==> src/rtl/i2c_xe_pkg.sv <==
package i2c_xe_pkg;
  typedef enum logic [2:0] {
    ST_IDLE,
    ST_FREE,
    ST_START,
    ST_BIT,
    ST_STOP,
    ST_HOLD,
    ST_RSTART
  } xe_state_e;

  localparam int unsigned BYTE_W = 8;
  localparam int unsigned ADDR_W = 7;
  localparam int unsigned ACK_IDX = BYTE_W;
endpackage

==> src/rtl/i2c_xe_sync.sv <==
module i2c_xe_sync #(
  parameter int unsigned W = 2
) (
  input  logic         clk_i,
  input  logic         rst_ni,
  input  logic [W-1:0] d_i,
  output logic [W-1:0] q_o
);
  logic [W-1:0] meta_q;

  for (genvar g = 0; g < W; g++) begin : g_bit
    always_ff @(posedge clk_i or negedge rst_ni) begin
      if (!rst_ni) begin
        meta_q[g] <= 1'b1;
        q_o[g]    <= 1'b1;
      end else begin
        meta_q[g] <= d_i[g];
        q_o[g]    <= meta_q[g];
      end
    end
  end
endmodule

==> src/rtl/i2c_xe_qtick.sv <==
module i2c_xe_qtick #(
  parameter int unsigned QTR_CYC = 4
) (
  input  logic       clk_i,
  input  logic       rst_ni,
  input  logic       run_i,
  input  logic       clr_i,
  output logic       tick_o,
  output logic [1:0] q_o
);
  localparam int unsigned CW = (QTR_CYC > 1) ? $clog2(QTR_CYC) : 1;
  localparam logic [CW-1:0] LAST = CW'(QTR_CYC - 1);

  logic [CW-1:0] cnt_q;

  assign tick_o = run_i && (cnt_q == LAST);

  always_ff @(posedge clk_i or negedge rst_ni) begin
    if (!rst_ni) begin
      cnt_q <= '0;
      q_o   <= '0;
    end else if (!run_i || clr_i) begin
      cnt_q <= '0;
      q_o   <= '0;
    end else if (tick_o) begin
      cnt_q <= '0;
      q_o   <= q_o + 2'd1;
    end else begin
      cnt_q <= cnt_q + CW'(1);
    end
  end
endmodule

==> src/rtl/i2c_xe_shift.sv <==
module i2c_xe_shift #(
  parameter int unsigned W = 8
) (
  input  logic         clk_i,
  input  logic         rst_ni,
  input  logic         load_i,
  input  logic [W-1:0] load_val_i,
  input  logic         shift_i,
  input  logic         bit_i,
  output logic [W-1:0] data_o
);
  always_ff @(posedge clk_i or negedge rst_ni) begin
    if (!rst_ni)      data_o <= '0;
    else if (load_i)  data_o <= load_val_i;
    else if (shift_i) data_o <= {data_o[W-2:0], bit_i};
  end
endmodule

==> src/rtl/i2c_xact_engine.sv <==
module i2c_xact_engine
  import i2c_xe_pkg::*;
#(
  parameter int unsigned QTR_CYC = 4,
  parameter int unsigned LEN_W   = 4
) (
  input  logic             clk_i,
  input  logic             rst_ni,
  input  logic             cmd_go_i,
  input  logic [6:0]       cmd_addr_i,
  input  logic             cmd_read_i,
  input  logic [LEN_W-1:0] cmd_len_i,
  input  logic             cmd_hold_i,
  input  logic [7:0]       wr_byte_i,
  output logic             wr_take_o,
  output logic [7:0]       rd_byte_o,
  output logic             rd_valid_o,
  output logic             busy_o,
  output logic             done_o,
  output logic             err_o,
  output logic             scl_oe_o,
  output logic             sda_oe_o,
  input  logic             scl_i,
  input  logic             sda_i
);
  localparam logic [3:0] ACK_POS = 4'(ACK_IDX);
  localparam logic [LEN_W-1:0] ONE = LEN_W'(1);

  xe_state_e state_q;
  logic [ADDR_W-1:0] addr_q;
  logic rd_q, hold_q, is_addr_q, samp_q;
  logic [LEN_W-1:0] left_q;
  logic [3:0] bit_idx_q;
  logic [1:0] free_q;
  logic scl_low_q, sda_low_q;

  logic scl_s, sda_s;
  logic tick;
  logic [1:0] q;
  logic run, clr;
  logic [BYTE_W-1:0] sh;
  logic sh_load, sh_shift;
  logic [BYTE_W-1:0] sh_val;
  logic tx_phase, nack_seen, more, end_byte, next_wr, at_q3;

  i2c_xe_sync #(.W(2)) u_sync (
    .clk_i (clk_i),
    .rst_ni(rst_ni),
    .d_i   ({scl_i, sda_i}),
    .q_o   ({scl_s, sda_s})
  );

  assign run = (state_q != ST_IDLE) && (state_q != ST_HOLD);
  assign clr = tick && (state_q == ST_FREE) && scl_s && sda_s && (free_q == 2'd3);

  i2c_xe_qtick #(.QTR_CYC(QTR_CYC)) u_qtick (
    .clk_i (clk_i),
    .rst_ni(rst_ni),
    .run_i (run),
    .clr_i (clr),
    .tick_o(tick),
    .q_o   (q)
  );

  // byte decisions made at the end of the ninth clock
  assign tx_phase  = is_addr_q || !rd_q;
  assign nack_seen = tx_phase && samp_q;
  assign more      = is_addr_q ? (left_q != '0) : (left_q != ONE);
  assign at_q3     = tick && (q == 2'd3);
  assign end_byte  = at_q3 && (state_q == ST_BIT) && (bit_idx_q == ACK_POS);
  assign next_wr   = end_byte && !nack_seen && more && !rd_q;

  always_comb begin
    sh_load  = 1'b0;
    sh_val   = {addr_q, rd_q};
    sh_shift = 1'b0;
    if (at_q3 && ((state_q == ST_START) || (state_q == ST_RSTART))) begin
      sh_load = 1'b1;
    end else if (next_wr) begin
      sh_load = 1'b1;
      sh_val  = wr_byte_i;
    end else if (at_q3 && (state_q == ST_BIT) && (bit_idx_q != ACK_POS)) begin
      sh_shift = 1'b1;
    end
  end

  i2c_xe_shift #(.W(BYTE_W)) u_shift (
    .clk_i     (clk_i),
    .rst_ni    (rst_ni),
    .load_i    (sh_load),
    .load_val_i(sh_val),
    .shift_i   (sh_shift),
    .bit_i     (samp_q),
    .data_o    (sh)
  );

  always_ff @(posedge clk_i or negedge rst_ni) begin
    if (!rst_ni) begin
      state_q    <= ST_IDLE;
      addr_q     <= '0;
      rd_q       <= 1'b0;
      hold_q     <= 1'b0;
      is_addr_q  <= 1'b0;
      samp_q     <= 1'b1;
      left_q     <= '0;
      bit_idx_q  <= '0;
      free_q     <= '0;
      scl_low_q  <= 1'b0;
      sda_low_q  <= 1'b0;
      err_o      <= 1'b0;
      done_o     <= 1'b0;
      wr_take_o  <= 1'b0;
      rd_valid_o <= 1'b0;
      rd_byte_o  <= '0;
    end else begin
      done_o     <= 1'b0;
      wr_take_o  <= next_wr;
      rd_valid_o <= 1'b0;
      unique case (state_q)
        ST_IDLE, ST_HOLD: begin
          if (cmd_go_i) begin
            addr_q  <= cmd_addr_i;
            rd_q    <= cmd_read_i;
            hold_q  <= cmd_hold_i;
            left_q  <= cmd_len_i;
            err_o   <= 1'b0;
            free_q  <= '0;
            state_q <= (state_q == ST_IDLE) ? ST_FREE : ST_RSTART;
          end
        end
        ST_FREE: begin
          if (tick) begin
            if (scl_s && sda_s) begin
              if (free_q == 2'd3) state_q <= ST_START;
              else                free_q  <= free_q + 2'd1;
            end else begin
              free_q <= '0;
            end
          end
        end
        ST_START: begin
          if (tick) begin
            unique case (q)
              2'd0: sda_low_q <= 1'b1;
              2'd2: scl_low_q <= 1'b1;
              2'd3: begin
                state_q   <= ST_BIT;
                bit_idx_q <= '0;
                is_addr_q <= 1'b1;
              end
              default: ;
            endcase
          end
        end
        ST_RSTART: begin
          if (tick) begin
            unique case (q)
              2'd0: sda_low_q <= 1'b0;
              2'd1: scl_low_q <= 1'b0;
              2'd2: sda_low_q <= 1'b1;
              default: begin
                scl_low_q <= 1'b1;
                state_q   <= ST_BIT;
                bit_idx_q <= '0;
                is_addr_q <= 1'b1;
              end
            endcase
          end
        end
        ST_BIT: begin
          if (tick) begin
            unique case (q)
              2'd0: begin
                if (bit_idx_q != ACK_POS) sda_low_q <= tx_phase ? !sh[BYTE_W-1] : 1'b0;
                else                      sda_low_q <= tx_phase ? 1'b0 : (left_q != ONE);
              end
              2'd1: scl_low_q <= 1'b0;
              2'd2: samp_q <= sda_s;
              default: begin
                scl_low_q <= 1'b1;
                if (bit_idx_q != ACK_POS) begin
                  bit_idx_q <= bit_idx_q + 4'd1;
                end else begin
                  bit_idx_q <= '0;
                  if (nack_seen) begin
                    err_o   <= 1'b1;
                    state_q <= ST_STOP;
                  end else begin
                    if (!is_addr_q) left_q <= left_q - ONE;
                    is_addr_q <= 1'b0;
                    if (!is_addr_q && rd_q) begin
                      rd_byte_o  <= sh;
                      rd_valid_o <= 1'b1;
                    end
                    if (!more) begin
                      if (hold_q) begin
                        state_q <= ST_HOLD;
                        done_o  <= 1'b1;
                      end else begin
                        state_q <= ST_STOP;
                      end
                    end
                  end
                end
              end
            endcase
          end
        end
        ST_STOP: begin
          if (tick) begin
            unique case (q)
              2'd0: sda_low_q <= 1'b1;
              2'd1: scl_low_q <= 1'b0;
              2'd2: sda_low_q <= 1'b0;
              default: begin
                state_q <= ST_IDLE;
                done_o  <= 1'b1;
              end
            endcase
          end
        end
        default: state_q <= ST_IDLE;
      endcase
    end
  end

  assign busy_o   = run;
  assign scl_oe_o = scl_low_q;
  assign sda_oe_o = sda_low_q;
endmodule

==> config.mk <==
export PLATFORM = sky130hd
export DESIGN_NAME = i2c_xact_engine
export DESIGN_NICKNAME = d
export VERILOG_FILES = /design/src/rtl/i2c_xe_pkg.sv /design/src/rtl/i2c_xe_sync.sv /design/src/rtl/i2c_xe_qtick.sv /design/src/rtl/i2c_xe_shift.sv /design/src/rtl/i2c_xact_engine.sv
export SDC_FILE = /design/constraint.sdc
export NUM_CORES = 1
export LEC_CHECK = 0
export ABC_CLOCK_PERIOD_IN_PS = 2700
export BUFFER_PORTS_ARGS = -buffer_cell sky130_fd_sc_hd__clkbuf_2
export CORE_ASPECT_RATIO = 0.9
export CORE_UTILIZATION = 45
export DETAILED_ROUTE_END_ITERATION = 12
export PLACE_DENSITY = 0.68
export SETUP_SLACK_MARGIN = 0.02
export SLEW_MARGIN = 20
export SYNTH_ARGS = -nofsm -noshare
export SYNTH_HDL_FRONTEND = slang
export SYNTH_SLANG_ARGS = --single-unit
==> constraint.sdc <==
create_clock -name clk_i -period 2.7 [get_ports clk_i]
set_clock_uncertainty 0.1 [all_clocks]
set_input_delay 0.54 -clock clk_i [delete_from_list [all_inputs] [get_ports clk_i]]
set_output_delay 0.54 -clock clk_i [all_outputs]
set_load 0.01 [all_outputs]
==> flow_summary.ini, run 1 <==
[outcome]
status = finished, final reports clean

[placement]
detailed_place_hpwl_um = 4550
gp_congestion = 0.802
io_buffers = 40
dpl_cell_area_um2 = 3290

[route]
dr.first_iter.drc_count = 200
wirelength_um = 6220
antenna_left = 0
num_vias = 2184
vias_per_cell = 5.41
firstDrtPassIters = 4
drc = 0
wire_per_inst_um = 15.4

[logic_synthesis]
synth_seq_area_share = 0.462
synth.avg_cell_area_um2 = 10.8
synth.area.top_cells = dfrtp_1, mux2_2, ha_1
synthDistinctLibCells = 53
syn_area_um2 = 2940
async_reset_ff_frac = 1.00
yosysMostFrequentCell = dfrtp_1
postSynthRegisterBits = 54
synth_edf_count = 0
ys_top_cells_by_count = dfrtp_1, mux2_2, nand2_1
synth.largest_area_cell = dfrtp_1
synth_top_area_share = 0.417
synthFlopType = dfrtp_1
syn-num-nets = 309
ys_warn_count = 0
netlist_instances = 271

[die]
die-area_um2 = 6860
top_level_ports = 41
fp.dieW_um = 87.2
fp.dieH_um = 78.7
row_count = 27
initial_core_util = 0.473
core_region_area_um2 = 6220

[pwr]
leakage_uw = 0.00161
p_per_area_nw_per_um2 = 847
ir_drop_v = 0.000380
finalPower_uw = 2880

[global_routing]
grtUsageTotal = 0.200
grt_pass1_vias = 2114
gr-total-overflow = 0
grt_pass1_wl_um = 10500
antenna_found_initial = 0
grt_max_degree = 34

[timing]
setup_viol = 0
fin_setup_tns_ns = 0
rsz0062_at_grt = no
slew_headroom = 0.610
drv_slew = 0
timing_hold_violations_final = 0
fin_crit_sh = 0.920
fmax_mhz = 402
tightest_slew_ns = 0.583
period_needed_ns = 2.48

[clocking]
post_cts_buffers = 0
cts_sinks = 54
clk_latency_ns = 0.31
tritoncts = built
cts-root-buf = clkbuf_8
ctsHtreeMaxLevel = 2
cts.hold.buffers_added = 0
cts_resized = 0
clk_pin_slew_ns = 0.09
cts_max_path_buffers = 2
numCtsBuffers = 5

[critical_path]
cp.required_ns = 2.80
worst-path-max-fanout = 9
startpoint_type = flip-flop
worstPathArrival_ns = 2.58
path_class = reg2reg
cp-end-kind = flip-flop

[final_layout]
antenna-diode-count = 0
finish.instance_area_um2 = 3400
syn2layout_area_growth_pct = 15.5
nets = 354
layout-drive-gt1-share = 0.344
fin_util = 0.546

[job]
maxCapViolCount = 0

[min_path]
holdCritPathClass = in2async
## kinds of logic after synthesis
logic type      synth area share
compound gates             0.124
xor+xnor                 0.00596
fa+ha+maj                 0.0511
buf+inv                   0.0408
flops                      0.462
mux                        0.176
simple gates               0.140
## registers in the layout, indices dropped and copies added, names as in the netlist
name / cells
samp_q: 1
addr_q: 7
u_sync.q_o: 2
bit_idx_q: 4
hold_q: 1
rd_q: 1
left_q: 4
done_o: 1
u_shift.data_o: 8
sda_oe_o: 1
state_q: 3
wr_take_o: 1
u_sync.meta_q: 2
rd_byte_o: 8
u_qtick.cnt_q: 2
is_addr_q: 1
scl_oe_o: 1
rd_valid_o: 1
u_qtick.q_o: 2
err_o: 1
free_q: 2
## metrics by stage
stage,instances,hold slack [ns],worst slack [ns]
finish,404,0.110,0.215
CTS,404,0.127,0.207
global placement,396,0.245,0.297
global route,404,0.138,0.113
detailed placement,396,0.249,0.227
floorplan,271,0.144,0.300
## worst max-delay path: stages, from the launching register on
cell,delay [ns]
dfrtp_1,0.39
inv_1,0.10
ha_1,0.22
mux2_4,0.28
and2_4,0.18
nor4_4,0.25
buf_4,0.22
mux2_2,0.34
mux2_1,0.29
## layout make-up
cell class                 instances  area, µm²
timing repair buffer              52        303
sequential                        54       1360
tap                               87        109
clock inverter                     2       38.8
clock buffer                       6       72.6
inverter                          13       48.8
multi-input combinational        190       1470
fill                             569       2820
## per-layer routing
layer / vias up / part of all wire / track usage / routed length (µm)
met3: 5 / 0.051 / 0.0515 / 320
met2: 58 / 0.45 / 0.301 / 2830
met5: - / 0 / 0 / 0
met4: 0 / 0.0058 / 0.0361 / 36
met1: 1065 / 0.49 / 0.294 / 3040
li1: 1056 / - / - / -
## power by group
part | switching, µW | internal, µW
Combinational | 649 | 534
Sequential | 153 | 993
Clock | 270 | 279
Total | 1070 | 1810
## cell usage in the layout, fill, tap and decap left out, types with 3 or more instances in the layout
cell	instances
a21oi_1	9
nor2_1	14
nand2_1	19
o21a_1	3
nor3_1	6
clkbuf_8	5
dfstp_2	5
mux2i_1	3
ha_1	12
o22ai_1	5
a31oi_1	3
nor3b_1	3
nand4_1	3
nand3_1	4
nand2b_1	7
inv_1	13
a22o_1	5
buf_4	11
dfrtp_1	49
o21ai_0	15
clkbuf_2	40
mux2_1	7
mux2_2	35
## worst paths after layout
check,cells past startpoint,end,startpoint,slack [ns]
worst max-delay path,8,u_shift.data_o[1],left_q[1],0.22
worst min-delay path,1,scl_oe_o,rst_ni,0.11
worst max register to register,8,u_shift.data_o[1],left_q[1],0.22
worst min register to register,0,u_sync.q_o[0],u_sync.meta_q[0],0.26
max in group asynchronous,2,left_q[3],rst_ni,1.82
min in group clk_i,1,u_sync.meta_q[0],sda_i,0.20
Power figures use the tool's default switching activity.
==> run 2: changes to the inputs <==
SYNTH_HIERARCHICAL = 1   (was not set)
==> flow_summary.ini, run 2 <==
[timing]
tightest_slew_ns = 0.647
fin_crit_sh = 0.884
rsz0062_at_grt = no
fin_setup_tns_ns = 0
fmax_mhz = 419
whs_ns = 0.139
period_needed_ns = 2.39
drv_slew = 0
setup_viol = 0
slew_headroom = 0.569
timing_hold_violations_final = 0

[clocking]
ctsHtreeMaxLevel = 2
cts_sinks = 54
numCtsBuffers = 5
tritoncts = built
cts_max_path_buffers = 2
cts_resized = 0
cts.hold.buffers_added = 0
cts-root-buf = clkbuf_8
post_cts_buffers = 0
clk_pin_slew_ns = 0.10
clk_latency_ns = 0.31

[final_layout]
reg_top3 = rd_byte_o (8), u_shift/data_o (8), addr_q (7)
mostFrequentLayoutCell = dfrtp_1
layout_common_cells = dfrtp_1, clkbuf_2, nand2_1
syn2layout_area_growth_pct = 15.3
nets = 345
antenna-diode-count = 0
layout-drive-gt1-share = 0.339

[route]
vias_per_cell = 5.14
num_vias = 2054
wirelength_um = 5740
firstDrtPassIters = 4
dr.first_iter.drc_count = 142
antenna_left = 0
wire_per_inst_um = 14.4
drc = 0

[logic_synthesis]
synth_top_area_share = 0.427
postSynthRegisterBits = 54
netlist_instances = 263
synth.avg_cell_area_um2 = 10.9
synth.area.top_cells = dfrtp_1, mux2_2, dfstp_2
ys_top_cells_by_count = dfrtp_1, nand2_1, nor2_1
synth_edf_count = 0
ys_warn_count = 6
synth_seq_area_share = 0.473
synth.largest_area_cell = dfrtp_1
synthFlopType = dfrtp_1
synthDistinctLibCells = 55
async_reset_ff_frac = 1.00
syn_area_um2 = 2870
syn-num-nets = 296
yosysMostFrequentCell = dfrtp_1

[placement]
gp_congestion = 0.897
io_buffers = 40
detailed_place_hpwl_um = 4290

[critical_path]
worst-path-max-fanout = 8
critical_path.max_stage_delay_ns = 0.41
crit_top_cell = mux2_4
cp.required_ns = 2.80
worstPathArrival_ns = 2.48
startpoint_type = flip-flop
cp-end-kind = flip-flop
r2r_slack_ns = 0.31
path_cells = inv_1, ha_1, mux2_4, a221oi_4, nand3_4, nor2_8, mux2_4, nand2_1, o21ai_1
path_class = reg2reg
cp_slowest_cell = dfrtp_1

[die]
row_count = 27
top_level_ports = 41
fp.dieW_um = 86.2
core_region_area_um2 = 6150
initial_core_util = 0.467
fp.dieH_um = 77.8
die-area_um2 = 6700

[pwr]
p_per_area_nw_per_um2 = 442
finalPower_uw = 1460
ir_drop_v = 0.000297
leakage_uw = 0.00151

[global_routing]
antenna_found_initial = 0
grtUsageTotal = 0.184
grt_max_degree = 27
gr-total-overflow = 0
grt_pass1_wl_um = 9630
grt_pass1_vias = 2005

[min_path]
holdCritPathClass = in2async

[job]
maxCapViolCount = 0

[outcome]
status = finished, final reports clean
[run 2: changes by cell type in the layout (fill, tap and decap cells not counted), sizes merged, moves of 5 or more]
cell / previous run / this run
ha: 12 / 7
mux2: 43 / 26
mux2i: 3 / 10
nand2: 19 / 25
nand3: 4 / 9
nor2: 14 / 20
o21ai: 15 / 22
[run 2: worst paths after layout]
check,start,to,cells past startpoint
setup / recovery,left_q[0],u_shift/data_o[3],9
max in group asynchronous,rst_ni,u_sync/meta_q[1],2
min in group clk_i,sda_i,u_sync/meta_q[0],1
hold / removal,rst_ni,done_o,1
hold reg to reg,u_sync/meta_q[1],u_sync/q_o[1],0
setup reg to reg,left_q[0],u_shift/data_o[3],9
[run 2: layer usage]
metal  global-route usage  wire, µm  vias up
li1                     -         -     1028
met1                0.266      2850      980
met2                0.279      2600       40
met3               0.0415       236        6
met4               0.0450        57        0
met5                    0         0        -
[run 2: per-stage QoR]
stage | util | setup slack (ns) | cells | instance area (µm²)
2_1_floorplan | - | 0.315 | 263 | 2870
3_3_place_gp | 0.520 | 0.339 | 392 | 3200
3_5_place_dp | 0.520 | 0.338 | 392 | 3200
4_1_cts | 0.538 | 0.303 | 400 | 3310
5_1_grt | 0.538 | 0.157 | 400 | 3310
6_report | 0.538 | 0.312 | 400 | 3310
[run 2: final cells by class]
class,count,area [µm²]
flip-flops and latches,54,1360
well taps,87,109
fillers,573,2840
inverters,11,41.3
clock buffers,6,72.6
repair buffers,52,290
multi-input cells,188,1400
clock inverters,2,37.5
[run 2: power breakdown]
group / switching, µW / internal (µW)
clock network: 263 / 277
registers: 16.0 / 830
logic: 38.5 / 38.9
[run 2: cell families (layout without fill, tap and decap cells)]
logic type,count (synthesis),count (layout),share of synthesized area
and+or+nand+nor,90,90,0.178
buffers and inverters,21,71,0.0392
adders and majority gates,7,7,0.0305
DFF,54,54,0.473
muxes,36,36,0.147
xor gates and xnor gates,3,3,0.00915
AOI/OAI and AO/OA,52,52,0.123
[run 2: critical path, delay by kind of cell, from the launching register on]
kind            cells  cell delay, ns
mux                 2            0.60
compound gates      2            0.43
simple gates        3            0.42
flops               1            0.41
fa+ha+maj           1            0.21
buf+inv             1            0.10
